[src/rtl/acc_pkg.sv]
// Shared constants and the control word type for the accumulator computer.
// Assumes a fixed 4-bit opcode field and a six-step instruction ring.
package acc_pkg;
    localparam int OP_W  = 4;
    localparam int STEPS = 6;

    localparam logic [OP_W-1:0] OP_LOAD = 4'h0;
    localparam logic [OP_W-1:0] OP_ADD  = 4'h1;
    localparam logic [OP_W-1:0] OP_SUB  = 4'h2;
    localparam logic [OP_W-1:0] OP_SHOW = 4'h3;
    localparam logic [OP_W-1:0] OP_STOP = 4'hF;

    typedef struct packed {
        logic pc_inc;    // advance program counter
        logic pc_drv;    // program counter onto bus
        logic mar_ld;    // address register loads from bus
        logic mem_drv;   // memory word onto bus
        logic ir_ld;     // instruction register loads from bus
        logic ir_drv;    // address field onto bus
        logic acc_ld;    // accumulator loads from bus
        logic acc_drv;   // accumulator onto bus
        logic alu_sub;   // subtract instead of add
        logic alu_drv;   // ALU result onto bus
        logic opr_ld;    // operand register loads from bus
        logic out_ld;    // output register loads from bus
        logic stop_set;  // raise halted
    } ctrl_word_t;
endpackage

[src/rtl/acc_mem.sv]
// Unified program/data store: synchronous write, combinational read.
// Assumes the writer guarantees writes only happen while the machine is cleared.
module acc_mem #(
    parameter int AW = 4,
    parameter int DW = 8
) (
    input  logic          clk,
    input  logic          wr_en,
    input  logic [AW-1:0] wr_addr,
    input  logic [DW-1:0] wr_data,
    input  logic [AW-1:0] rd_addr,
    output logic [DW-1:0] rd_data
);
    localparam int DEPTH = 2 ** AW;

    logic [DW-1:0] cells [DEPTH];

    // Store one preload word per write strobe.
    always_ff @(posedge clk) begin
        if (wr_en) cells[wr_addr] <= wr_data;
    end

    assign rd_data = cells[rd_addr];
endmodule

[src/rtl/acc_alu.sv]
// Adder/subtractor; wraps modulo 2**DW and produces no flags.
module acc_alu #(
    parameter int DW = 8
) (
    input  logic [DW-1:0] lhs,
    input  logic [DW-1:0] rhs,
    input  logic          sub,
    output logic [DW-1:0] res
);
    // Select sum or difference.
    always_comb begin
        res = sub ? (lhs - rhs) : (lhs + rhs);
    end
endmodule

[src/rtl/acc_ctrl.sv]
// Six-step ring-counter sequencer. Steps 1-3 fetch, steps 4-6 execute by opcode.
// Assumes opcode is stable from step 4 onward (loaded at the end of step 3).
module acc_ctrl
    import acc_pkg::*;
(
    input  logic             clk,
    input  logic             rst_n,
    input  logic [OP_W-1:0]  opcode,
    output ctrl_word_t       cw,
    output logic [STEPS-1:0] ring,
    output logic             halted
);
    // Rotate the one-hot step ring unless stopped.
    always_ff @(posedge clk) begin
        if (!rst_n)       ring <= STEPS'(1);
        else if (!halted) ring <= {ring[STEPS-2:0], ring[STEPS-1]};
    end

    // Latch the stop condition until clear.
    always_ff @(posedge clk) begin
        if (!rst_n)           halted <= 1'b0;
        else if (cw.stop_set) halted <= 1'b1;
    end

    // Decode step and opcode into the control word.
    always_comb begin
        cw = '0;
        if (!halted) begin
            if (ring[0]) begin
                cw.pc_drv = 1'b1;
                cw.mar_ld = 1'b1;
            end
            if (ring[1]) cw.pc_inc = 1'b1;
            if (ring[2]) begin
                cw.mem_drv = 1'b1;
                cw.ir_ld   = 1'b1;
            end
            if (ring[3]) begin
                case (opcode)
                    OP_LOAD, OP_ADD, OP_SUB: begin
                        cw.ir_drv = 1'b1;
                        cw.mar_ld = 1'b1;
                    end
                    OP_SHOW: begin
                        cw.acc_drv = 1'b1;
                        cw.out_ld  = 1'b1;
                    end
                    OP_STOP: cw.stop_set = 1'b1;
                    default: ;
                endcase
            end
            if (ring[4]) begin
                case (opcode)
                    OP_LOAD: begin
                        cw.mem_drv = 1'b1;
                        cw.acc_ld  = 1'b1;
                    end
                    OP_ADD, OP_SUB: begin
                        cw.mem_drv = 1'b1;
                        cw.opr_ld  = 1'b1;
                    end
                    default: ;
                endcase
            end
            if (ring[5]) begin
                if (opcode == OP_ADD || opcode == OP_SUB) begin
                    cw.alu_drv = 1'b1;
                    cw.acc_ld  = 1'b1;
                    cw.alu_sub = (opcode == OP_SUB);
                end
            end
        end
    end
endmodule

[src/rtl/acc_computer.sv]
// Top level: registers, single shared bus, memory, ALU and sequencer.
// Assumes preload happens only while rst_n is low; the memory is not cleared.
module acc_computer
    import acc_pkg::*;
#(
    parameter  int ADDR_W = 4,
    localparam int DATA_W = OP_W + ADDR_W
) (
    input  logic              clk,
    input  logic              rst_n,
    input  logic              pre_we,
    input  logic [ADDR_W-1:0] pre_addr,
    input  logic [DATA_W-1:0] pre_data,
    output logic [DATA_W-1:0] out_port,
    output logic              halted
);
    ctrl_word_t        cw;
    logic [STEPS-1:0]  ring;
    logic [ADDR_W-1:0] pc, mar;
    logic [DATA_W-1:0] ir, acc, opr, outr, bus, mem_q, alu_q;
    logic [4:0]        bus_drv;

    acc_ctrl u_ctrl (
        .clk    (clk),
        .rst_n  (rst_n),
        .opcode (ir[DATA_W-1 -: OP_W]),
        .cw     (cw),
        .ring   (ring),
        .halted (halted)
    );

    acc_mem #(.AW(ADDR_W), .DW(DATA_W)) u_mem (
        .clk     (clk),
        .wr_en   (!rst_n && pre_we),
        .wr_addr (pre_addr),
        .wr_data (pre_data),
        .rd_addr (mar),
        .rd_data (mem_q)
    );

    acc_alu #(.DW(DATA_W)) u_alu (
        .lhs (acc),
        .rhs (opr),
        .sub (cw.alu_sub),
        .res (alu_q)
    );

    assign bus_drv = {cw.pc_drv, cw.mem_drv, cw.ir_drv, cw.acc_drv, cw.alu_drv};

    // Shared bus source selection.
    always_comb begin
        bus = '0;
        if (cw.pc_drv)  bus = {{OP_W{1'b0}}, pc};
        if (cw.mem_drv) bus = mem_q;
        if (cw.ir_drv)  bus = {{OP_W{1'b0}}, ir[ADDR_W-1:0]};
        if (cw.acc_drv) bus = acc;
        if (cw.alu_drv) bus = alu_q;
    end

    // Register loads from the bus and program counter advance.
    always_ff @(posedge clk) begin
        if (!rst_n) begin
            pc   <= '0;
            mar  <= '0;
            ir   <= '0;
            acc  <= '0;
            opr  <= '0;
            outr <= '0;
        end else begin
            if (cw.pc_inc) pc   <= pc + 1'b1;
            if (cw.mar_ld) mar  <= bus[ADDR_W-1:0];
            if (cw.ir_ld)  ir   <= bus;
            if (cw.acc_ld) acc  <= bus;
            if (cw.opr_ld) opr  <= bus;
            if (cw.out_ld) outr <= bus;
        end
    end

    assign out_port = outr;
endmodule

[config.mk]
export PLATFORM = sky130hd
export DESIGN_NAME = acc_computer
export DESIGN_NICKNAME = d
export VERILOG_FILES = /design/src/rtl/acc_pkg.sv /design/src/rtl/acc_mem.sv /design/src/rtl/acc_alu.sv /design/src/rtl/acc_ctrl.sv /design/src/rtl/acc_computer.sv
export SDC_FILE = /design/constraint.sdc
export NUM_CORES = 1
export LEC_CHECK = 0
export ABC_AREA = 0
export BUFFER_PORTS_ARGS = -buffer_cell sky130_fd_sc_hd__buf_2
export CAP_MARGIN = 20
export CELL_PAD_IN_SITES_DETAIL_PLACEMENT = 0
export CELL_PAD_IN_SITES_GLOBAL_PLACEMENT = 1
export CORE_MARGIN = 8
export CORE_UTILIZATION = 25
export DETAILED_ROUTE_END_ITERATION = 7
export PLACE_DENSITY = 0.54
export SLEW_MARGIN = 20
export SYNTH_ARGS = -nofsm -noshare
export SYNTH_HDL_FRONTEND = slang
export SYNTH_SLANG_ARGS = --single-unit
[constraint.sdc]
create_clock -name clk -period 2.7 [get_ports clk]
set_input_delay 0 -clock clk [delete_from_list [all_inputs] [get_ports clk]]
set_output_delay 0 -clock clk [all_outputs]
set_load 0.02 [all_outputs]
==> results.py <==
metrics = {
    "clock_tree": {
        "cts_tree": "built",
        "post_cts_buffers": 0,
        "cts_max_level": 4,
        "root_buffer": "clkbuf_16",
        "clk_pin_slew_worst_paths_ps": 70,
        "clkLatencyLatePin_ps": 430,
        "cts_num_sinks": 179,
        "clock_path_buffers": 2,
        "cts_buffers": 17,
    },
    "critical_path": {
        "path_cells": "nor3_4, and2_4, mux2i_2, ha_1, nor2b_1, o211ai_1, o211ai_1, xnor2_1, o21ai_1, o22ai_1",
        "cp.buffers_inverters": 0,
        "crit_slowest_cell": "dfxtp_1",
        "cpMostUsedCell": "o211ai_1",
        "cp-start-kind": "flop",
        "path_class": "flop to flop",
        "endpoint_kind": "flop",
        "required_ps": 2980,
        "path_delay_family": "compound AO/OA/AOI/OAI gates",
        "cp_max_fo": 6,
        "critPathArrivalTime_ps": 2880,
        "max_stage_delay_ps": 360,
    },
    "logic_synthesis": {
        "synth_ff_type": "edfxtp_1",
        "ys_ff_latch": 179,
        "synth.top_cells.by_count": "edfxtp_1 (128), dfxtp_1 (51), nand2_1 (40), mux4_2 (34), nor2_1 (26)",
        "synth_edf_count": 128,
        "netlist_area_sq_mm": 0.00747,
        "synth_area_per_cell_sq_um": 14.6,
        "syn_inst": 510,
        "synthArstFlopShare_pct": 0,
        "ys_types": 54,
        "synth_warnings": 0,
        "yosysMostFrequentCell": "edfxtp_1",
        "syn_nets": 535,
        "yosysTopAreaCell": "edfxtp_1",
        "yosysTopAreaCellShare_pct": 51.5,
        "ys_top_cells_by_area": "edfxtp_1 (51%), dfxtp_1 (14%), mux4_2 (10%)",
        "seq_area_frac_synth_pct": 65.1,
    },
    "drt": {
        "wl_per_cell_um": 18.3,
        "drt_wl_total_mm": 17.7,
        "drt_iter0_drc": 385,
        "antenna_left": 0,
        "vias": 4449,
        "drc_errors": 0,
        "vias_per_cell": 4.58,
        "firstDrtPassIters": 4,
    },
    "global_route": {
        "grt_pass1_wl_mm": 27.6,
        "grt_start_max_net_pins": 51,
        "first_global_vias": 4547,
        "antenna_found_initial": 0,
        "grtUsageMet1_pct": 13.8,
        "gr-total-overflow": 0,
        "track_usage_pct": 10.1,
        "gr-usage-met2_pct": 16.2,
        "grt_util_met3_pct": 2.23,
        "grt_busiest_layer": "met2",
    },
    "floorplan": {
        "initial_core_util_pct": 25.3,
        "die_h_um": 189,
        "die_w_um": 189,
        "coreArea_sq_mm": 0.0296,
        "num_io_pins": 24,
        "row_count": 63,
        "dieArea_sq_mm": 0.0357,
    },
    "placed_design": {
        "pre_cts_ws_ps": -34.1,
        "numPortBuffers": 23,
        "dp_cells": 932,
        "hpwlAfterDp_mm": 12.1,
        "gp_congestion": 0.788,
    },
    "sta": {
        "setup_tns_ps": 0,
        "min_period_over_period_pct": 96.2,
        "fin_ws_ps": 104,
        "max_freq_ghz": 0.385,
        "finClkSkew_ps": 17.7,
        "drv_slew": 0,
        "setup_viol": 0,
        "slew_headroom_pct": 40.3,
        "tightest_slew_ps": 892,
        "fin_crit_ps": 2600,
        "rsz0062_at_grt": "false",
        "hold_viol_final": 0,
    },
    "min_path": {
        "min_path_type": "input pin to flop",
    },
    "finish": {
        "fillers": 2959,
        "layout.cells.non_filler": 971,
        "drive_gt1_share_pct": 23.4,
        "n_antenna_cell": 0,
        "layout.nets": 594,
        "area_growth_pct": 19.3,
    },
    "outcome": {
        "status": "finished, final reports clean",
    },
    "flow_run": {
        "drv_cap": 0,
    },
    "power": {
        "p_leak_nw": 2.96,
        "power_mw": 5.80,
        "irDropWorstVdd_v": 0.000385,
        "power_density_mw_per_mm2": 651,
    },
}
-- layout make-up --
cell class | instances | area [sq um] | area share (%)
Inverter | 6 | 22.5 | 0.253
Multi-Input combinational cell | 301 | 2490 | 27.9
Sequential cell | 179 | 4870 | 54.6
Timing Repair Buffer | 64 | 468 | 5.25
Clock buffer | 17 | 425 | 4.77
Clock inverter | 14 | 154 | 1.73
Tap cell | 390 | 488 | 5.48
-- layout by cell type, fill, tap and decap left out, types with 3 or more instances in the layout --
| cell | count |
|---|---|
| nor2_1 | 26 |
| nor3_1 | 7 |
| inv_6 | 3 |
| buf_2 | 23 |
| edfxtp_1 | 128 |
| or2_1 | 3 |
| nand2_1 | 40 |
| clkbuf_16 | 17 |
| xnor2_1 | 12 |
| inv_8 | 7 |
| nand2b_1 | 5 |
| nand3_1 | 10 |
| mux2i_1 | 9 |
| and2_1 | 7 |
| buf_4 | 31 |
| o22ai_1 | 9 |
| nor2b_1 | 12 |
| a22oi_1 | 11 |
| dfxtp_1 | 50 |
| o21ai_1 | 9 |
| xor2_1 | 4 |
| dlygate4sd3_1 | 8 |
| mux4_2 | 34 |
| a21boi_1 | 9 |
| o221ai_1 | 3 |
| inv_1 | 6 |
| a31oi_1 | 9 |
| a21oi_1 | 21 |
| ha_1 | 9 |
| o21ai_0 | 15 |
-- sequential cells by signal, summed over array words and instances, names as in the netlist, named ones only --
| signal | cells |
|---|---|
| u_ctrl.ring | 6 |
| acc | 8 |
| mar | 4 |
| opr | 8 |
| ir | 8 |
| pc | 4 |
| u_ctrl.halted | 1 |
| u_mem.cells | 128 |
| out_port | 8 |
-- tightest hold or removal path, delay by kind of cell --
family,cells,cell delay (ps)
AND/OR/NAND/NOR,1,100
buffers and inverters,2,390
-- layer usage --
metal / part of all wire (%) / vias up
met5: 0 / -
met4: 0.50 / 0
met3: 4.0 / 11
met2: 48 / 68
met1: 47 / 2283
li1: - / 2087
-- report_power, final --
part | leakage (nW) | internal, mW | switching [mW] | total (mW)
Combinational | 1.11 | 0.168 | 0.199 | 0.367
Clock | 0.283 | 1.24 | 1.18 | 2.43
Sequential | 1.57 | 2.98 | 0.0280 | 3.01
-- cell families (layout without fill, tap and decap cells) --
family          Yosys count  after routing  share of synthesized area [%]
flops                   179            179                           65.1
simple gates            124            124                           8.06
compound gates          105            105                           9.31
mux                      45             45                           11.7
buf+inv                  30            101                           1.99
xor+xnor                 17             17                           1.99
fa+ha+maj                10             10                           1.78
-- path summary, 6_finish.rpt --
path | from | to | slack, ps | cells after the start
worst max register to register | ir[6] | opr[7] | 100 | 10
worst min register to register | out_port[6] | out_port[6] | 450 | 2
worst min-delay path | rst_n | u_ctrl.ring[0] | 120 | 3
worst max-delay path | ir[6] | opr[7] | 100 | 10
-- per-stage QoR --
stage               util (%)  area, sq um  hold WS, ps
finish                  30.1         8910          116
global route            30.1         8910          139
CTS                     30.1         8890         93.8
detailed placement      27.8         8230          389
global placement        27.8         8230          366
floorplan                  -         7480         98.9
-- repair_timing --
| action | 4_1_cts | 5_1_grt |
|---|---|---|
| hold buffers | 8 | 0 |
| hold endpoints to repair | 128 | 0 |
| endpoints found under the setup margin | 9 | 16 |
| resized for setup | 1 | 7 |
(Power assumes the default switching activity.)
